File: config.mk
export PLATFORM = sky130hd
export DESIGN_NAME = nest_irq_ctrl
export DESIGN_NICKNAME = d
export VERILOG_FILES = /design/src/rtl/irq_pkg.sv /design/src/rtl/irq_src_latch.sv /design/src/rtl/irq_level_stack.sv /design/src/rtl/irq_arbiter.sv /design/src/rtl/nest_irq_ctrl.sv
export SDC_FILE = /design/constraint.sdc
export NUM_CORES = 1
export LEC_CHECK = 0
export ABC_AREA = 1
export BUFFER_PORTS_ARGS = -buffer_cell sky130_fd_sc_hd__buf_4
export CAP_MARGIN = 20
export CORE_ASPECT_RATIO = 0.9
export CORE_UTILIZATION = 30
export CTS_CLUSTER_SIZE = 12
export DETAILED_ROUTE_END_ITERATION = 10
export SETUP_SLACK_MARGIN = 0.4
export SLEW_MARGIN = 40
export SYNTH_ARGS = -nofsm -noshare
export SYNTH_HDL_FRONTEND = slang
export SYNTH_HIERARCHICAL = 1
export SYNTH_SLANG_ARGS = --single-unit
File: constraint.sdc
create_clock -name clk -period 21.3 [get_ports clk]
set_input_delay 4.26 -clock clk [delete_from_list [all_inputs] [get_ports clk]]
set_output_delay 4.26 -clock clk [all_outputs]
set_load 0.02 [all_outputs]
File: src/rtl/irq_pkg.sv
package irq_pkg;

   typedef enum logic {
      LATCH_PASS = 1'b0,
      LATCH_REG  = 1'b1
   } latch_mode_e;

   function automatic int unsigned vec_of(input int unsigned idx,
                                          input int unsigned base,
                                          input int unsigned step);
      return base + step * idx;
   endfunction

endpackage

File: src/rtl/irq_src_latch.sv
module irq_src_latch
   import irq_pkg::*;
#(
   parameter int          N_SRC = 10,
   parameter latch_mode_e MODE  = LATCH_REG
) (
   input  logic             clk,
   input  logic             rst_n,
   input  logic [N_SRC-1:0] raw,
   output logic [N_SRC-1:0] held
);

   if (MODE == LATCH_REG) begin : g_reg
      for (genvar i = 0; i < N_SRC; i++) begin : g_bit
         logic q;
         always_ff @(posedge clk) begin
            if (!rst_n) q <= 1'b0;
            else        q <= raw[i];
         end
         assign held[i] = q;
      end
   end else begin : g_pass
      logic unused_clk;
      assign unused_clk = clk ^ rst_n;
      assign held = raw;
   end

endmodule

File: src/rtl/irq_level_stack.sv
module irq_level_stack #(
   parameter int N_LVL = 4,
   localparam int LVL_W = $clog2(N_LVL)
) (
   input  logic             clk,
   input  logic             rst_n,
   input  logic             push,
   input  logic [LVL_W-1:0] push_lvl,
   input  logic             pop,
   output logic [N_LVL-1:0] mask,
   output logic             busy,
   output logic [LVL_W-1:0] top_lvl
);

   logic [N_LVL-1:0] mask_q;
   logic [N_LVL-1:0] top_oh;
   logic [N_LVL-1:0] clr_vec;
   logic [N_LVL-1:0] set_vec;

   always_comb begin
      top_lvl = '0;
      for (int l = 0; l < N_LVL; l++) begin
         if (mask_q[l]) top_lvl = LVL_W'(l);
      end
   end

   assign busy    = |mask_q;
   assign top_oh  = busy ? (N_LVL'(1) << top_lvl) : '0;
   assign clr_vec = pop  ? top_oh : '0;
   assign set_vec = push ? (N_LVL'(1) << push_lvl) : '0;

   always_ff @(posedge clk) begin
      if (!rst_n) mask_q <= '0;
      else        mask_q <= (mask_q & ~clr_vec) | set_vec;
   end

   assign mask = mask_q;

endmodule

File: src/rtl/irq_arbiter.sv
module irq_arbiter #(
   parameter int N_SRC = 10,
   parameter int N_LVL = 4,
   localparam int LVL_W = $clog2(N_LVL),
   localparam int IDX_W = $clog2(N_SRC)
) (
   input  logic [N_SRC-1:0]       cand,
   input  logic [N_SRC*LVL_W-1:0] lvl_flat,
   input  logic                   busy,
   input  logic [LVL_W-1:0]       top_lvl,
   output logic                   found,
   output logic [IDX_W-1:0]       win_idx,
   output logic [LVL_W-1:0]       win_lvl
);

   logic [N_SRC-1:0] elig;

   for (genvar i = 0; i < N_SRC; i++) begin : g_elig
      logic [LVL_W-1:0] lv;
      assign lv      = lvl_flat[i*LVL_W +: LVL_W];
      assign elig[i] = cand[i] && (!busy || (lv > top_lvl));
   end

   always_comb begin
      found   = 1'b0;
      win_idx = '0;
      win_lvl = '0;
      for (int i = 0; i < N_SRC; i++) begin
         if (elig[i] && (!found || (lvl_flat[i*LVL_W +: LVL_W] > win_lvl))) begin
            found   = 1'b1;
            win_idx = IDX_W'(i);
            win_lvl = lvl_flat[i*LVL_W +: LVL_W];
         end
      end
   end

endmodule

File: src/rtl/nest_irq_ctrl.sv
module nest_irq_ctrl
   import irq_pkg::*;
#(
   parameter int          N_SRC    = 10,
   parameter int          VEC_W    = 16,
   parameter int          VEC_BASE = 3,
   parameter int          VEC_STEP = 8,
   parameter latch_mode_e MODE     = LATCH_REG
) (
   input  logic             clk,
   input  logic             rst_n,
   input  logic [N_SRC-1:0] src_req,
   input  logic [N_SRC-1:0] src_en,
   input  logic             glb_en,
   input  logic [N_SRC-1:0] prio_hi,
   input  logic [N_SRC-1:0] prio_lo,
   input  logic             irq_ack,
   input  logic             irq_ret,
   output logic             irq_req,
   output logic [VEC_W-1:0] irq_vec
);

   localparam int N_LVL   = 4;
   localparam int LVL_W   = $clog2(N_LVL);
   localparam int IDX_W   = $clog2(N_SRC);
   localparam int VEC_TOP = VEC_BASE + VEC_STEP * (N_SRC - 1);

   if (N_SRC < 2) begin : g_bad_nsrc
      $error("nest_irq_ctrl: N_SRC must be at least 2");
   end
   if (VEC_TOP >= (1 << VEC_W)) begin : g_bad_vecw
      $error("nest_irq_ctrl: VEC_W too narrow for the vector table");
   end

   logic [N_SRC-1:0]       req_q;
   logic [N_SRC-1:0]       cand;
   logic [N_SRC*LVL_W-1:0] lvl_flat;
   logic [N_LVL-1:0]       isr_mask;
   logic                   busy;
   logic [LVL_W-1:0]       top_lvl;
   logic                   found;
   logic [IDX_W-1:0]       win_idx;
   logic [LVL_W-1:0]       win_lvl;
   logic                   irq_req_q;
   logic [IDX_W-1:0]       sel_idx_q;
   logic [LVL_W-1:0]       sel_lvl_q;

   irq_src_latch #(.N_SRC(N_SRC), .MODE(MODE)) u_lat (
      .clk  (clk),
      .rst_n(rst_n),
      .raw  (src_req),
      .held (req_q)
   );

   assign cand = req_q & src_en & {N_SRC{glb_en}};

   for (genvar i = 0; i < N_SRC; i++) begin : g_lvl
      assign lvl_flat[i*LVL_W +: LVL_W] = {prio_hi[i], prio_lo[i]};
   end

   irq_level_stack #(.N_LVL(N_LVL)) u_stk (
      .clk     (clk),
      .rst_n   (rst_n),
      .push    (irq_req_q & irq_ack),
      .push_lvl(sel_lvl_q),
      .pop     (irq_ret),
      .mask    (isr_mask),
      .busy    (busy),
      .top_lvl (top_lvl)
   );

   irq_arbiter #(.N_SRC(N_SRC), .N_LVL(N_LVL)) u_arb (
      .cand    (cand),
      .lvl_flat(lvl_flat),
      .busy    (busy),
      .top_lvl (top_lvl),
      .found   (found),
      .win_idx (win_idx),
      .win_lvl (win_lvl)
   );

   always_ff @(posedge clk) begin
      if (!rst_n) begin
         irq_req_q <= 1'b0;
         sel_idx_q <= '0;
         sel_lvl_q <= '0;
      end else if (irq_req_q) begin
         if (irq_ack) irq_req_q <= 1'b0;
      end else if (found) begin
         irq_req_q <= 1'b1;
         sel_idx_q <= win_idx;
         sel_lvl_q <= win_lvl;
      end
   end

   assign irq_req = irq_req_q;
   assign irq_vec = VEC_W'(vec_of(int'(sel_idx_q), VEC_BASE, VEC_STEP));

endmodule

==> summary.md <==
| Metric | Value |
|---|---|
| CTS resizes | 0 |
| Synth area leaders | ha_1 19%, dfxtp_1 17%, nand2_1 16% |
| Hold-fix buffers at CTS | 0 |
| Compound-Gate Fraction of Synth Area | ~7.3% |
| Mean routed wirelength per cell | 10.6 microns |
| CTS Sinks | 21 |
| Post-route ant nets | 0 |
| Most common cell after layout, fill and taps aside | nand2_1 |
| Worst path most repeated cell | nand2_1 |
| Crit path launch type | input port |
| Final slew viol count | 0 |
| Finished Core Util | a little over a third |
| Largest net degree at the start of global routing | 19 |
| Die area | 8830 sq um |
| Setup TNS Final | 0 ns |
| Row count | 31 |
| Area grow syn2layout | 15.1% |
| Crit path to | sel_lvl_q[1] |
| Worst endpoint required time | 21.46 ns |
| Initial drt markers | 85 |
| Worst R2R Start | u_stk/mask[3] |
| VDD IR max | 0.0213 mV |
| Fin nets | approximately 530 |
| Period utilization | 65.2% |
| CTS tree | done |
| DRT Pass-1 Iters | 5 |
| Vias in the first global route | 2213 |
| Setup bufs post-CTS | 0 |
| Max-Cap Viols | 0 |
| Placed cells | approximately 540 |
| Worst-Margin Slew | 0.524 ns |
| Crit path launch | glb_en |
| Largest family of logic cells by synthesized area | simple AND/OR/NAND/NOR gates |
| Proportion of synthesized area in mux cells | 0% |
| PD cells | 43.4 nW/um^2 |
| Synth Area in XOR/XNOR | 0% |
| Die Width | 98.9 microns |
| DIE HEIGHT | a little under 90 microns |
| Leak Pwr | 1.75 nW |
| Library cells used by synthesis | 29 |
| Final hold violation count | 0 |
| Flop-to-flop setup slack | 10.63 ns |
| RR Endpoint | sel_lvl_q[1] |
| Status | finished clean |
| CORE AREA | 8110 sq um |
| RSZ-0062 raised after global routing | false |
| Share of post-route cells with drive strength above 1 | between 15 and 20% |
| Post-Synth Adder-Cell Area | 18.7% |
| Fmax | 72.0 MHz |
| Clock Tree Buf Depth | 2 |
| Gr usage total | between 10% and 20% |
| Crit path max fanout | 10 |
| Total power | 0.000127 W |
| Synth top area share | 18.7% |
| Via/cell ratio | 4.47 |
| DR vias | around 2400 |
| Antenna Cells | 0 |
| # DRC | 0 |
| Gpl congestion | 0.802 |
| Synthesized area per cell | 6.22 sq um |
| Top Ports | 62 |
| Clock transition at the registers of the reported paths | approximately 0.080 ns |
| First-pass GRT wire length | 9.53 mm |
| Simple-Gate Fraction of Synth Area | 38.8% |
| Worst min-delay path category | flop to flop |
| Worst path slowest cell | nor2_1 |
| CP Class | input port to flop |
| R2R depth | 86 |
| CP peak stage delay | 0.39 ns |
| Area leader, netlist | ha_1 |
| Seq/Total Area, Yosys | roughly 17% |
| GRT overflow | 0 |
| Post-Synthesis Cells | just over 400 |
| Final setup violation count | 0 |
| CP endpoint kind | flop |
| Starting Density | 31.3% |
| Root Buffer | clkbuf_8 |
| DP HPWL | between 4 and 5 mm |
| Ys Warns | 6 |
| TritonCTS Buffers | 3 |
| Slew headroom | ~65% |
| Commonest cells after routing, fill and taps aside | 111 x nand2_1, 64 x inv_1, 50 x buf_4 |
| Period minus WS final | roughly 14 ns |
| # port buffers | 49 |
| Clock skew | 0.00796 ns |
| Clock latency on the worst-skew pair | 0.26 ns |
| Final Non-Filler Cells | 546 |
| Critical Path AT | 14.05 ns |
| H-tree levels | 1 |
| Mapped cell area | 2540 sq um |
| Yosys reg bits | 21 |
| Drt total wl | 5.78 mm |
| Initial antenna violation count | 0 |
==> metrics by stage <==
| stage | setup WS (ns) | hold WS [ns] | area [sq um] |
|---|---|---|---|
| after global placement | 7.48 | 0.459 | 2880 |
| after detailed placement | 7.18 | 0.460 | 2880 |
| final | 7.41 | 0.472 | 2920 |
| after floorplan | 8.40 | 0.439 | 2570 |
| after global routing | 6.14 | 0.505 | 2920 |
| after CTS | 7.44 | 0.473 | 2920 |
==> where the power goes <==
| group | total, W | leakage (nW) | switching, W | internal (W) |
|---|---|---|---|---|
| logic | 0.0000552 | 1.55 | 0.0000323 | 0.0000229 |
| registers | 0.0000447 | 0.174 | 0.00000214 | 0.0000425 |
| clock network | 0.0000271 | 0.0255 | 0.0000140 | 0.0000130 |
==> Yosys cell counts (all sizes together) <==
cell / count
nand2: 122
inv: 69
nor2: 47
ha: 38
nand3: 35
buf: 25
dfxtp: 21
o21ai: 19
and2: 7
a21oi: 6
or2: 5
a21boi: 4
clkinv: 2
conb: 2
nand3b: 2
o21bai: 2
a21o: 1
nand4: 1
==> routing by layer <==
metal | wire length (microns) | GRT usage, %
met5 | 0 | 0
met4 | 63 | 2.58
met3 | 295 | 1.33
met2 | 2630 | 24.6
met1 | 2790 | 17.4
==> worst min path at each step <==
stage	startpoint	to	slack [ns]	cells past startpoint
3_5_place_dp	u_stk/mask[0]	u_stk/mask[0]	0.46	2
2_1_floorplan	u_stk/mask[0]	u_stk/mask[0]	0.44	2
3_3_place_gp	u_stk/mask[0]	u_stk/mask[0]	0.46	2
4_1_cts	u_stk/mask[0]	u_stk/mask[0]	0.47	2
5_1_grt	sel_idx_q[3]	sel_idx_q[3]	0.51	2
6_report	u_stk/mask[0]	u_stk/mask[0]	0.47	2
==> flip-flops by register name, summed over array words and instances, names as in the netlist <==
signal and cells:
sel_idx_q 4, irq_req 1, u_lat/g_reg.g_bit.q 10, u_stk/mask 4, sel_lvl_q 2
==> cell type report <==
class / instances / area, sq um
well taps: 99 / 124
fillers: 877 / 5180
clock buffers: 3 / 41.3
multi-input cells: 301 / 1690
inverters: 71 / 267
clock inverters: 1 / 5.00
repair buffers: 50 / 375
flip-flops and latches: 21 / 420
==> critical path, delay by kind of cell <==
| kind | cells | cell delay [ns] |
|---|---|---|
| and+or+nand+nor | 47 | 4.83 |
| adders and majority gates | 9 | 2.48 |
| AOI/OAI and AO/OA | 11 | 1.29 |
| buffers and inverters | 15 | 1.13 |
==> kinds of logic after synthesis <==
kind of cell,Yosys count
simple gates,219
buf+inv,96
fa+ha+maj,38
compound gates,32
flops,21
other cells,2
No activity file was read; power rests on OpenSTA's default activity.
